===== src/rtl/ivf_pkg.sv =====
package ivf_pkg;
  localparam int TYPE_W      = 8;
  localparam int ADDR_W      = 20;
  localparam int DATA_W      = 16;
  localparam int ENTRY_SHIFT = 2;   // 4 bytes per entry
  localparam int WORD_BYTES  = DATA_W / 8;

  typedef enum logic [1:0] {
    ST_IDLE   = 2'd0,
    ST_RD_OFF = 2'd1,
    ST_RD_SEG = 2'd2,
    ST_DONE   = 2'd3
  } ivf_state_e;

  // Byte address of one word of a table entry: base + type*4 (+2 for segment)
  function automatic logic [ADDR_W-1:0] entry_word_addr(
    input logic [ADDR_W-1:0] base,
    input logic [TYPE_W-1:0] typ,
    input logic              seg_sel
  );
    logic [ADDR_W-1:0] ofs;
    ofs = ADDR_W'(typ) << ENTRY_SHIFT;
    if (seg_sel) ofs = ofs + ADDR_W'(WORD_BYTES);
    return base + ofs;
  endfunction
endpackage


===== src/rtl/ivf_addr_gen.sv =====
module ivf_addr_gen #(
  parameter int TYPE_W = ivf_pkg::TYPE_W,
  parameter int ADDR_W = ivf_pkg::ADDR_W,
  parameter logic [ADDR_W-1:0] TABLE_BASE = '0
) (
  input  logic [TYPE_W-1:0] typ,
  input  logic              seg_sel,
  output logic [ADDR_W-1:0] addr
);
  always_comb addr = ivf_pkg::entry_word_addr(TABLE_BASE, typ, seg_sel);
endmodule


===== src/rtl/ivf_ctrl.sv =====
module ivf_ctrl
  import ivf_pkg::*;
(
  input  logic clk,
  input  logic rst_n,
  input  logic restart_req,
  input  logic irq_valid,
  input  logic mem_ready,
  output logic fetch_start,
  output logic off_accept,
  output logic seg_accept,
  output logic mem_req,
  output logic seg_sel,
  output logic busy,
  output logic done
);
  ivf_state_e state_q, state_d;

  always_ff @(posedge clk or negedge rst_n) begin
    if (!rst_n) state_q <= ST_IDLE;
    else        state_q <= state_d;
  end

  always_comb begin
    state_d = state_q;
    unique case (state_q)
      ST_IDLE:   if (irq_valid) state_d = ST_RD_OFF;
      ST_RD_OFF: if (mem_ready) state_d = ST_RD_SEG;
      ST_RD_SEG: if (mem_ready) state_d = ST_DONE;
      ST_DONE:   state_d = ST_IDLE;
      default:   state_d = ST_IDLE;
    endcase
    // restart wins over everything, including a fetch in flight
    if (restart_req) state_d = ST_DONE;
  end

  always_comb begin
    mem_req     = (state_q == ST_RD_OFF) || (state_q == ST_RD_SEG);
    seg_sel     = (state_q == ST_RD_SEG);
    busy        = (state_q != ST_IDLE);
    done        = (state_q == ST_DONE);
    fetch_start = (state_q == ST_IDLE)   && irq_valid && !restart_req;
    off_accept  = (state_q == ST_RD_OFF) && mem_ready && !restart_req;
    seg_accept  = (state_q == ST_RD_SEG) && mem_ready && !restart_req;
  end
endmodule


===== src/rtl/ivf_ptr_regs.sv =====
module ivf_ptr_regs #(
  parameter int TYPE_W = ivf_pkg::TYPE_W,
  parameter int DATA_W = ivf_pkg::DATA_W,
  parameter logic [DATA_W-1:0] RESTART_CS = 16'hFFFF,
  parameter logic [DATA_W-1:0] RESTART_IP = 16'h0000
) (
  input  logic              clk,
  input  logic              rst_n,
  input  logic              fetch_start,
  input  logic              off_accept,
  input  logic              seg_accept,
  input  logic              restart_load,
  input  logic [TYPE_W-1:0] irq_type,
  input  logic [DATA_W-1:0] rdata,
  output logic [TYPE_W-1:0] type_q,
  output logic [DATA_W-1:0] new_cs,
  output logic [DATA_W-1:0] new_ip
);
  logic [DATA_W-1:0] off_q;

  always_ff @(posedge clk or negedge rst_n) begin
    if (!rst_n) begin
      type_q <= '0;
      off_q  <= '0;
    end else begin
      if (fetch_start) type_q <= irq_type;
      if (off_accept)  off_q  <= rdata;
    end
  end

  // Both visible pointers move on the same edge
  always_ff @(posedge clk or negedge rst_n) begin
    if (!rst_n) begin
      new_cs <= RESTART_CS;
      new_ip <= RESTART_IP;
    end else if (restart_load) begin
      new_cs <= RESTART_CS;
      new_ip <= RESTART_IP;
    end else if (seg_accept) begin
      new_cs <= rdata;
      new_ip <= off_q;
    end
  end
endmodule


===== src/rtl/ivec_fetch_seq.sv =====
module ivec_fetch_seq #(
  parameter int TYPE_W = ivf_pkg::TYPE_W,
  parameter int ADDR_W = ivf_pkg::ADDR_W,
  parameter int DATA_W = ivf_pkg::DATA_W,
  parameter logic [ADDR_W-1:0] TABLE_BASE = '0,
  parameter logic [DATA_W-1:0] RESTART_CS = 16'hFFFF,
  parameter logic [DATA_W-1:0] RESTART_IP = 16'h0000
) (
  input  logic              clk,
  input  logic              rst_n,
  input  logic              restart_req,
  input  logic              irq_valid,
  input  logic [TYPE_W-1:0] irq_type,
  output logic              mem_req,
  output logic [ADDR_W-1:0] mem_addr,
  input  logic [DATA_W-1:0] mem_rdata,
  input  logic              mem_ready,
  output logic              busy,
  output logic              done,
  output logic [DATA_W-1:0] new_cs,
  output logic [DATA_W-1:0] new_ip
);
  // internal events, named for the checker
  logic              fetch_start;
  logic              off_accept;
  logic              seg_accept;
  logic              seg_sel;
  logic [TYPE_W-1:0] type_q;

  ivf_ctrl u_ctrl (
    .clk         (clk),
    .rst_n       (rst_n),
    .restart_req (restart_req),
    .irq_valid   (irq_valid),
    .mem_ready   (mem_ready),
    .fetch_start (fetch_start),
    .off_accept  (off_accept),
    .seg_accept  (seg_accept),
    .mem_req     (mem_req),
    .seg_sel     (seg_sel),
    .busy        (busy),
    .done        (done)
  );

  ivf_ptr_regs #(
    .TYPE_W     (TYPE_W),
    .DATA_W     (DATA_W),
    .RESTART_CS (RESTART_CS),
    .RESTART_IP (RESTART_IP)
  ) u_regs (
    .clk          (clk),
    .rst_n        (rst_n),
    .fetch_start  (fetch_start),
    .off_accept   (off_accept),
    .seg_accept   (seg_accept),
    .restart_load (restart_req),
    .irq_type     (irq_type),
    .rdata        (mem_rdata),
    .type_q       (type_q),
    .new_cs       (new_cs),
    .new_ip       (new_ip)
  );

  ivf_addr_gen #(
    .TYPE_W     (TYPE_W),
    .ADDR_W     (ADDR_W),
    .TABLE_BASE (TABLE_BASE)
  ) u_addr (
    .typ     (type_q),
    .seg_sel (seg_sel),
    .addr    (mem_addr)
  );
endmodule


===== config.mk =====
export PLATFORM = sky130hd
export DESIGN_NAME = ivec_fetch_seq
export DESIGN_NICKNAME = d
export VERILOG_FILES = /design/src/rtl/ivf_pkg.sv /design/src/rtl/ivf_addr_gen.sv /design/src/rtl/ivf_ctrl.sv /design/src/rtl/ivf_ptr_regs.sv /design/src/rtl/ivec_fetch_seq.sv
export SDC_FILE = /design/constraint.sdc
export NUM_CORES = 1
export LEC_CHECK = 0
export BUFFER_PORTS_ARGS = -buffer_cell sky130_fd_sc_hd__buf_2
export CORE_AREA = 2 2 91 93
export DETAILED_ROUTE_END_ITERATION = 16
export DIE_AREA = 0 0 93 95
export PLACE_DENSITY = 0.55
export SLEW_MARGIN = 25
export SYNTH_ARGS = -nofsm -noshare
export SYNTH_HDL_FRONTEND = slang
export SYNTH_HIERARCHICAL = 1
export SYNTH_SLANG_ARGS = --single-unit

===== constraint.sdc =====
create_clock -name clk -period 2.4 [get_ports clk]
set_input_delay 0.12 -clock clk [delete_from_list [all_inputs] [get_ports clk]]
set_output_delay 0.12 -clock clk [all_outputs]
set_load 0.03 [all_outputs]

Word-level counts from Yosys, hierarchy flattened
Index checks and enable logic that the tools add are counted.
Word-level totals
  input port bits: 29
  word-level logic and storage cells: 34
  flip-flop bits (word level): 58
  output and inout port bits: 55
Cells by class
  add/subtract/negate cells: 1
  reduce and logical (&&, ||, !) cells: 12
  muxes and demuxes: 10
  equal/unequal tests: 6
Operators by type and width (count)
  $mux 16: 4
  $add 10x2->11 const B: 1
  $mux 11: 1
  $ne 3x3->1 const B: 3
  $mux 2: 4
  $pmux 2 s4: 1
  $logic_and 1x1->1: 6
  $eq 2x2->1 const B: 2
  $reduce_bool 2->1: 2
  $reduce_and 3->1: 1
  $eq 2x1->1 const B: 1
  $logic_not 2->1: 1
  $logic_not 1->1: 1
  $logic_or 1x1->1: 1

Longest topological paths before layout
Gate-level depths: netlist (run 1).
  word-level depth: 5
  depth in mapped cells: 7
  gate-level depth less buffers: 5

By module
Netlist (run 1), hierarchy kept.
By module, submodules not included
  ivf_ptr_regs: instances 1, cells each 155, area each 2301.0 sq um, sequential area each 1421.4 sq um
  ivf_ctrl: instances 1, cells each 21, area each 201.4 sq um, sequential area each 50.0 sq um
  ivf_addr_gen: instances 1, cells each 21, area each 153.9 sq um, sequential area each 0.0 sq um

Worst setup path before layout (run 1)
OpenSTA, ideal clock, no wires.
  kind: register to register
  start: reg u_ctrl.state_q[0]
  end: reg u_regs.type_q[0]
  clock period less this slack: 1602 ps
  cell stages (with the launch flop): 7
  arrival: 1477 ps
  data required time: 2275 ps
  path buffers: 1
  library setup time: 125 ps
  setup slack: 798 ps
  path through: dfrtp_1 -> inv_1 -> ha_1 -> inv_2 -> nor3b_1 -> buf_2 -> mux2_2
Between the ends
  longest elaborated chain between the ends: 3
Ends and longest elaborated chain
  start, declared: RTL line ivf_ctrl.sv:17  | ivf_state_e state_q, state_d;
  start signal, assigned: RTL line ivf_ctrl.sv:21  | else state_q <= state_d;
  $logic_not 2->1: RTL line ivf_ctrl.sv:42  | fetch_start = (state_q == ST_IDLE) && irq_valid && !restart_req;
  $logic_and 1x1->1 (2 in a row): RTL line ivf_ctrl.sv:42
  net fetch_start: RTL line ivec_fetch_seq.sv:24  | logic fetch_start;
  end signal, assigned: RTL line ivf_ptr_regs.sv:26  | if (fetch_start) type_q <= irq_type;
  end, declared: RTL line ivf_ptr_regs.sv:15  | output logic [TYPE_W-1:0] type_q,
The timed path passes the listed nets, and every way through them passes these cells.
A chain may end at the register's enable or synchronous reset.

Final worst setup path (run 1)
  start: reg u_ctrl.state_q[1]
  end: reg u_regs.off_q[13]
Between the ends
  longest elaborated chain between the ends: 3
Ends and longest elaborated chain
  $eq 2x1->1: RTL line ivf_ctrl.sv:43  | off_accept = (state_q == ST_RD_OFF) && mem_ready && !restart_req;
  $logic_and 1x1->1 (2 in a row): RTL line ivf_ctrl.sv:43
  net off_accept: RTL line ivec_fetch_seq.sv:25  | logic off_accept;
  end signal, assigned: RTL line ivf_ptr_regs.sv:27  | if (off_accept) off_q <= rdata;
  end, declared: RTL line ivf_ptr_regs.sv:19  | logic [DATA_W-1:0] off_q;
The timed path passes the listed nets, and every way through them passes these cells.

==> results of run 1 <==
-- worst min-delay path by stage --
| stage | endpoint | depth (start not counted) |
|---|---|---|
| 5_1_grt | u_regs/new_cs[4] | 2 |
| 3_3_place_gp | u_ctrl/state_q[1] | 1 |
| 6_report | u_regs/new_cs[10] | 2 |
| 4_1_cts | u_regs/new_cs[2] | 2 |
| 2_1_floorplan | u_ctrl/state_q[0] | 0 |
| 3_5_place_dp | u_ctrl/state_q[1] | 1 |
-- cells by family after synthesis --
group	Yosys count	synth area share (%)
AOI/OAI and AO/OA	17	5.75
adders and majority gates	5	2.36
buffers and inverters	34	10.2
DFF	58	55.4
muxes	42	18.4
other	1	0.141
and+or+nand+nor	40	7.77
-- stage by stage --
step	power (W)	setup WS, ns
4_1_cts	0.00351	0.538
6_report	0.00345	0.559
5_1_grt	0.00366	0.415
3_3_place_gp	0.00256	0.553
2_1_floorplan	0.00242	0.798
3_5_place_dp	0.00259	0.537
-- metal layers --
| layer | routed length [um] | global-route usage (%) | vias to the layer above |
|---|---|---|---|
| li1 | - | - | 779 |
| met1 | 2300 | 16.1 | 805 |
| met2 | 2460 | 19.3 | 42 |
| met3 | 216 | 3.03 | 10 |
| met4 | 94 | 7.35 | 0 |
| met5 | 0 | 0 | - |
-- power by group --
group / total [W] / switching [W] / internal [W]
clock: 0.000896 / 0.000362 / 0.000534
sequential: 0.00142 / 0.000146 / 0.00127
combinational: 0.00114 / 0.000653 / 0.000487
total: 0.00345 / 0.00116 / 0.00229
-- cells in the mapped netlist --
library cell,count,share of area [%]
a211o_1,16,5.3
and2b_1,1,0.28
and3b_1,2,0.66
buf_12,2,1.5
buf_2,2,0.38
buf_4,21,5.9
buf_6,4,1.7
clkbuf_1,2,0.28
conb_1,1,0.14
dfrtp_1,42,40
dfstp_2,16,16
ha_1,5,2.4
inv_1,2,0.28
inv_2,1,0.14
mux2_2,14,5.9
mux2_4,10,5.7
mux2i_1,18,6.8
nor2_1,20,2.8
nor2b_1,15,3.5
nor3_1,1,0.19
nor3b_1,1,0.28
o22ai_2,1,0.47
-- worst max-delay path: stages (launching register included) --
cell     delay [ns]
dfrtp_1        0.42
inv_1          0.10
ha_1           0.17
and3b_1        0.40
buf_4          0.31
mux2_4         0.32
-- layout make-up --
class	instances	area share, %
Sequential cell	58	45.4
Multi-Input combinational cell	115	29.4
Timing Repair Buffer	82	14.6
Clock buffer	13	4.91
Tap cell	105	4.06
Clock inverter	3	1.24
Inverter	3	0.348
-- state kept, by name, summed over array words and instances (netlist names) --
signal and flops:
u_regs/type_q 8, u_regs/off_q 16, u_ctrl/state_q 2, u_regs/new_ip 16, u_regs/new_cs 16
-- what timing repair did --
item                                   in CTS  in global routing
endpoints found under the hold margin      30                  0
hold buffers                                5                  0
buffers inserted                            0                  0
==> results.toml, run 1 <==
[sta]
finClkSkew_ns = 0.0104
setup_tns_ns = 0
maxSlewViolCount = 0
hold_violations = 0
hold_slack_ns = 0.0235
fmax_ghz = 0.543
worst_pin_slew_ns = 0.744
period_needed_ns = 1.84
min_period_over_period_pct = 76.7
grt_setup_unrepaired = "no"
setup_viol = 0
max_slew_margin_pct = 50.4

[clock_network]
clkTransAtPathRegs_ns = 0.07
cts_buffers = 9
htree_levels = 3
clock_tree.buffer_depth = 2
clock_sinks = 58
clk_latency_ns = 0.33
ctsRootBufferMaster = "clkbuf_8"
cts_tree = "built"
cts_resized = 0

[global_routing]
grt_remaining_overflow = 0
grt_usage_pct = 12.5
grt_pass1_wl_mm = 8.39
antenna_found_initial = 0
grt_pass1_vias = 1680
grt_max_degree = 34

[setup_path]
reg2reg_depth = 5
cp-startpoint = "u_ctrl/state_q[1]"
worstSetupPathType = "reg -> reg"
start_kind = "flip-flop"
r2r_end = "u_regs/off_q[13]"
worst_ep_required_time_ns = 2.61
timing.rr.start = "u_ctrl/state_q[1]"
reg2reg_slack_ns = 0.56
crit_fanout = 10
crit_path_end = "u_regs/off_q[13]"
worstSetupEndpointType = "flip-flop"
arrival_ns = 2.05

[finish]
n_antenna_cell = 0
mostFrequentLayoutCells = "buf_2, dfrtp_1, nor2_1, mux2i_1"
fin_area_um2 = 3240
layoutNonFillerInstCount = 379
fillers = 797
syn_to_final_growth_pct = 21.9
multiInputGateArea_um2 = 952
drive_gt1_share_pct = 48.9
utilization_pct = 40.8
fin_nets = 303
final_common_cell = "buf_2"
final-seq-area_um2 = 1470

[power]
power_density_nw_per_um2 = 1070
peakVddDrop_mv = 0.398
leakage_nw = 1.50

[logic_synthesis]
yosysWarnings = 6
seq_area_frac_synth_pct = 55.4
yosysUniqueCellTypes = 22
syn_inst = 197
synth_area_per_cell_um2 = 13.5
netlist_area_um2 = 2660
synth-seq-cells = 58

[die]
io_pins = 84
start_util_pct = 33.5
coreArea_um2 = 7930
die_h_um = 95
dieArea_um2 = 8840
die_w_um = 93
rows = 33

[drt]
drt-total-wl_mm = 5.07
dr.pass1.iters = 4
drt_iter0_drc = 44
drtAntennaViolNets = 0
post_drt_wl_per_cell_um = 13.4
via_per_inst = 4.32
drc = 0
vias = 1636

[placement]
place_hpwl_mm = 3.47
dp.cells = 358
place_area_um2 = 2990
gp_congestion = 0.732
portBuffers = 72

[run_status]
status = "finished clean"

[hold_path]
hold_class = "in -> reg"
hp-start = "mem_rdata[10]"

[job]
max_cap_viol_count = 0
Note: power is estimated with default switching activity, not from simulation.
==> inputs of run 2 (changes only) <==
--- a/config.mk
+++ b/config.mk
@@ -9,7 +9,7 @@
 export CORE_AREA = 2 2 91 93
 export DETAILED_ROUTE_END_ITERATION = 16
 export DIE_AREA = 0 0 93 95
-export PLACE_DENSITY = 0.55
+export PLACE_DENSITY = 0.57
 export SLEW_MARGIN = 25
 export SYNTH_ARGS = -nofsm -noshare
 export SYNTH_HDL_FRONTEND = slang
==> constraint.sdc (replaced) <==
create_clock -name clk -period 1.5 [get_ports clk]
set_input_delay 0.075 -clock clk [delete_from_list [all_inputs] [get_ports clk]]
set_output_delay 0.075 -clock clk [all_outputs]
set_load 0.03 [all_outputs]
==> run 2 against run 1 <==
- the run now ends with setup timing left
- first-iteration DRC count grew 45%
- sequential cell count stayed put
- largest cell class unchanged
- via count increased by 10%
- critical path type unchanged
- global-route usage up 0.42 points
- critical path depth did not move
- power up 71%
==> results.toml, run 2 (same netlist as run 1, synthesis figures left out) <==
[drt]
vias = 1804
post_drt_wl_per_cell_um = 14.3
drc = 0
dr.pass1.iters = 4
drt-total-wl_mm = 5.86
drtAntennaViolNets = 0
drt_iter0_drc = 64
via_per_inst = 4.39

[setup_path]
worstSetupPathType = "reg -> reg"
worstSetupEndpointType = "flip-flop"
start_kind = "flip-flop"
critical_path.top_delay_family = "flip-flops"
r2r_end = "u_regs/off_q[8]"
crit_fanout = 5
reg2reg_depth = 5
timing.rr.start = "u_ctrl/state_q[1]"
worst_ep_required_time_ns = 1.70
cp_cell_sequence = "inv_2, ha_4, and3b_2, clkbuf_16, mux2_4"
critical-path-max-stage-delay_ns = 0.43
arrival_ns = 1.75
path_buf_inv = 2
slowest_stage = "dfrtp_1"
reg2reg_slack_ns = -0.05

[power]
swShare_pct = 33.8
p_int_w = 0.00390
power.share.combinational_pct = 37.9
power_density_nw_per_um2 = 1590
pwr-share-clk_pct = 23.6
p_sw_w = 0.00200
leakage_nw = 1.71
peakVddDrop_mv = 0.628
fin_total_pwr_w = 0.00590
p_seq_share_pct = 38.5

[clock_network]
clock_sinks = 58
clk_latency_ns = 0.32
cts_tree = "built"
clkTransAtPathRegs_ns = 0.06
cts_buffers = 9
clock_tree.buffer_depth = 2
htree_levels = 3
ctsRootBufferMaster = "clkbuf_8"

[sta]
hold_slack_ns = 0.114
grt_setup_unrepaired = "yes"
hold_violations = 0
fmax_ghz = 0.645
period_needed_ns = 1.55
fin_ws_ns = -0.0505
min_period_over_period_pct = 103
finClkSkew_ns = 0.00673
setup_tns_ns = -0.993
setup_viol = 47
maxSlewViolCount = 0

[global_routing]
grt.met2_usage_pct = 22.0
grt_usage_pct = 13.0
grt_use_met1_pct = 15.2
antenna_found_initial = 0
grt_pass1_wl_mm = 8.72
grt_max_degree = 59
grt_remaining_overflow = 0
grt_pass1_vias = 1798
busiest_layer = "met2"
gr-usage-met3_pct = 3.19

[finish]
fin_nets = 335
drive_gt1_share_pct = 50.7
final_common_cell = "buf_2"
reg.largest.list = "u_regs/new_cs x16, u_regs/new_ip x16, u_regs/off_q x16"
mostFrequentLayoutCells = "buf_2, dfrtp_1, dlygate4sd3_1, nor2_1, mux2i_1"
layoutNonFillerInstCount = 411
n_antenna_cell = 0
syn_to_final_growth_pct = 39.9
fillers = 748

[placement]
portBuffers = 72
dp.cells = 364
gp_congestion = 0.727
place_hpwl_mm = 3.49
place_ws_ns = -0.0282

[die]
die_w_um = 93
dieArea_um2 = 8840
coreArea_um2 = 7930
die_h_um = 95
rows = 33
start_util_pct = 33.5
io_pins = 84

[run_status]
status = "finished with violations"
violations = "setup timing"

[hold_path]
hold_end = "u_ctrl/state_q[0]"
hold_class = "in -> reg"
hold_path_depth = 3
hp-start = "irq_valid"

[job]
max_cap_viol_count = 0
==> run 2: power groups by stage <==
stage          logic (W)  clock network (W)  registers (W)
2_1_floorplan    0.00147                  0        0.00243
3_3_place_gp     0.00191                  0        0.00228
3_5_place_dp     0.00194                  0        0.00229
4_1_cts          0.00199            0.00145        0.00227
5_1_grt          0.00238            0.00152        0.00233
6_report         0.00224            0.00139        0.00227
==> run 2: stage by stage <==
step                      utilization, %  cell area (um2)
final                               46.9             3720
after global routing                46.9             3720
after CTS                           44.3             3510
after detailed placement            38.7             3070
after global placement              38.7             3070
after floorplan                        -             2710
==> run 2: repair_timing <==
action / 4_1_cts / 5_1_grt
endpoints found under the setup margin: 20 / 47
pin swaps: 7 / 8
hold buffers: 25 / 0
gates resized for setup: 1 / 19
setup buffers: 0 / 2
endpoints found under the hold margin: 79 / 0
gates cloned: 0 / 4
==> run 2: metal layers <==
metal	share of wire, %	vias to the layer above
met5	0	-
met4	1.8	0
met3	4.2	9
met2	52	47
met1	42	897
li1	-	851
==> run 2: how the worst max path moves through the flow <==
stage,from,end,cells after the start
floorplan,u_ctrl/state_q[1],u_regs/type_q[0],6
global placement,u_ctrl/state_q[0],u_regs/type_q[2],6
detailed placement,u_ctrl/state_q[0],u_regs/type_q[3],6
CTS,u_ctrl/state_q[0],u_regs/type_q[3],6
global route,u_ctrl/state_q[1],u_regs/type_q[0],6
finish,u_ctrl/state_q[1],u_regs/off_q[8],5
==> run 2: worst register-to-register path, stage by stage, from the launching register on <==
cell,delay [ns]
dfrtp_1,0.43
inv_2,0.13
ha_4,0.13
and3b_2,0.27
clkbuf_16,0.18
mux2_4,0.29
==> run 2: area by class of cell <==
cell class | count | area (um2) | share of cell area (%)
flip-flops and latches | 58 | 1470 | 39.6
multi-input cells | 115 | 1040 | 28.1
repair buffers | 114 | 866 | 23.3
clock buffers | 13 | 149 | 4.01
well taps | 105 | 131 | 3.54
clock inverters | 3 | 40.0 | 1.08
inverters | 3 | 13.8 | 0.370
==> inputs of run 3 (changes only) <==
--- a/config.mk
+++ b/config.mk
@@ -5,11 +5,12 @@
 export SDC_FILE = /design/constraint.sdc
 export NUM_CORES = 1
 export LEC_CHECK = 0
+export ABC_AREA = 1
 export BUFFER_PORTS_ARGS = -buffer_cell sky130_fd_sc_hd__buf_2
-export CORE_AREA = 2 2 91 93
+export CORE_AREA = 2 2 90 92
 export DETAILED_ROUTE_END_ITERATION = 16
-export DIE_AREA = 0 0 93 95
-export PLACE_DENSITY = 0.57
+export DIE_AREA = 0 0 92 94
+export PLACE_DENSITY = 0.58
 export SLEW_MARGIN = 25
 export SYNTH_ARGS = -nofsm -noshare
 export SYNTH_HDL_FRONTEND = slang
==> run 3 against run 2 <==
- the flow now finishes without violations
- maximum frequency up 12%
- die area decreased by 2.1%
- cell area decreased by 4.8%
- global-route usage is 1.9 points higher
- area after synthesis fell by 0.61%
- critical path type unchanged
==> results.toml, run 3 <==
[run_status]
status = "finished clean"

[placement]
gp_congestion = 0.789
portBuffers = 72
place_hpwl_mm = 3.84

[die]
dieArea_um2 = 8650
start_util_pct = 34.7
coreArea_um2 = 7610
rows = 32
die_h_um = 94
die_w_um = 92
io_pins = 84

[clock_network]
ctsRootBufferMaster = "clkbuf_8"
clk_latency_ns = 0.33
cts_buffers = 9
clock_tree.buffer_depth = 2
clkTransAtPathRegs_ns = 0.06
htree_levels = 3
clock_sinks = 58
cts_setup_buffers = 0
cts_tree = "built"

[sta]
min_period_over_period_pct = 92.4
finClkSkew_ns = 0.00892
period_needed_ns = 1.39
fmax_ghz = 0.722
maxSlewViolCount = 0
setup_viol = 0
hold_slack_ns = 0.161
hold_violations = 0

[drt]
via_per_inst = 4.22
drtAntennaViolNets = 0
drt_iter0_drc = 111
vias = 2095
post_drt_wl_per_cell_um = 11.9
dr.pass1.iters = 4
drc = 0
drt-total-wl_mm = 5.90

[global_routing]
grt_remaining_overflow = 0
antenna_found_initial = 0
grt_pass1_wl_mm = 9.89
grt_max_degree = 59
grt_usage_pct = 14.8
grt_pass1_vias = 2018

[power]
peakVddDrop_mv = 0.611
leakage_nw = 1.85
power_density_nw_per_um2 = 1570
fin_total_pwr_w = 0.00556

[finish]
fin_nets = 424
fillers = 779
utilization_pct = 46.5
final_common_cell = "nand2_1"
syn_to_final_growth_pct = 34.0
drive_gt1_share_pct = 31.6
n_antenna_cell = 0
reg.largest.list = "u_regs/new_cs x16, u_regs/new_ip x16, u_regs/off_q x16"
mostFrequentLayoutCells = "nand2_1, buf_2, dfrtp_1, inv_1, dlygate4sd3_1"

[logic_synthesis]
yosysWarnings = 6
synth_flop_cell = "dfrtp_1"
syn_inst = 293
yosys-top-cells-count = "nand2_1, dfrtp_1, inv_1"
netlist_area_um2 = 2640
synth_top_area_share_pct = 39.8
synth_area_per_cell_um2 = 9.01
synth_edf_count = 0
yosysUniqueCellTypes = 20
seq_area_frac_synth_pct = 55.7
synthArstFlopShare_pct = 100
yosysTopAreaCell = "dfrtp_1"
yosysMostFrequentCell = "nand2_1"
synth-seq-cells = 58
synthTopCellsByArea = "dfrtp_1, dfstp_2, nand2_1"

[setup_path]
cp_common_cell = "inv_2"
worstSetupEndpointType = "flip-flop"
cp_cell_sequence = "inv_2, buf_4, ha_4, inv_2, nor3_4, clkbuf_16, o21ai_0"
crit_fanout = 8
slowest_stage = "dfrtp_1"
worstSetupPathType = "reg -> reg"
worst_ep_required_time_ns = 1.71
start_kind = "flip-flop"
critical-path-max-stage-delay_ns = 0.38
arrival_ns = 1.60

[job]
max_cap_viol_count = 0

[hold_path]
hold_class = "in -> reg"
[run 3: routing by layer]
metal,vias to the layer above,wire [um],share of wire (%),global-route usage [%]
met1,971,2800,47,20.0
met2,45,2790,47,22.6
met3,6,221,3.7,4.17
li1,1073,-,-,-
met5,-,0,0,0
met4,0,90,1.5,5.97
[run 3: cell type report]
class	instances	area (um2)	area share, %
Multi-Input combinational cell	179	855	24.2
Sequential cell	58	1470	41.6
Timing Repair Buffer	110	776	21.9
Inverter	32	120	3.39
Clock buffer	13	149	4.21
Clock inverter	3	40.0	1.13
Tap cell	102	128	3.61
[run 3: logic make-up (layout without fill, tap and decap cells)]
| family | count (synthesis) | count (layout) | share of synthesized area (%) |
|---|---|---|---|
| and+or+nand+nor | 123 | 123 | 19.6 |
| buffers and inverters | 66 | 158 | 14.6 |
| DFF | 58 | 58 | 55.7 |
| AOI/OAI and AO/OA | 40 | 40 | 7.58 |
| adders and majority gates | 5 | 5 | 2.37 |
| other | 1 | 11 | 0.142 |
[run 3: timing repair]
action	in CTS	in global routing
endpoints found under the hold margin	81	0
hold buffers	25	0
endpoints found under the setup margin	0	40
resized for setup	0	4
[run 3: path summary, 6_finish.rpt]
kind                              startpoint                 to  slack, ns  depth (start not counted)
setup / recovery           u_ctrl/state_q[0]   u_regs/type_q[5]       0.11                          7
hold / removal                     mem_ready  u_ctrl/state_q[1]       0.16                          5
setup reg to reg           u_ctrl/state_q[0]   u_regs/type_q[5]       0.11                          7
hold reg to reg            u_regs/new_cs[11]  u_regs/new_cs[11]       0.46                          2
max in group asynchronous              rst_n   u_regs/new_cs[2]       0.90                          3
min in group asynchronous              rst_n   u_regs/type_q[1]       0.27                          3
[run 3: stage by stage]
step                instance area, um2  setup slack [ns]  setup TNS [ns]  std cells
global route                      3540          -0.00400        -0.00720        497
CTS                               3500            0.0236               0        496
floorplan                         2690            0.0610               0        303
global placement                  3060             0.124               0        455
detailed placement                3060            0.0875               0        455
finish                            3540             0.114               0        497
[run 3: worst max-delay path, delay by kind of cell (launching register included)]
family                   cells  cell delay (ns)
buffers and inverters        4             0.44
flip-flops                   1             0.38
AND/OR/NAND/NOR              1             0.23
adder cells (fa/ha/maj)      1             0.14
AO/OA/AOI/OAI                1             0.08
[run 3: where the power goes]
group          switching [W]  total [W]  internal [W]
clock network       0.000578    0.00139      0.000809
logic                0.00125    0.00190      0.000644
registers           0.000225    0.00227       0.00205
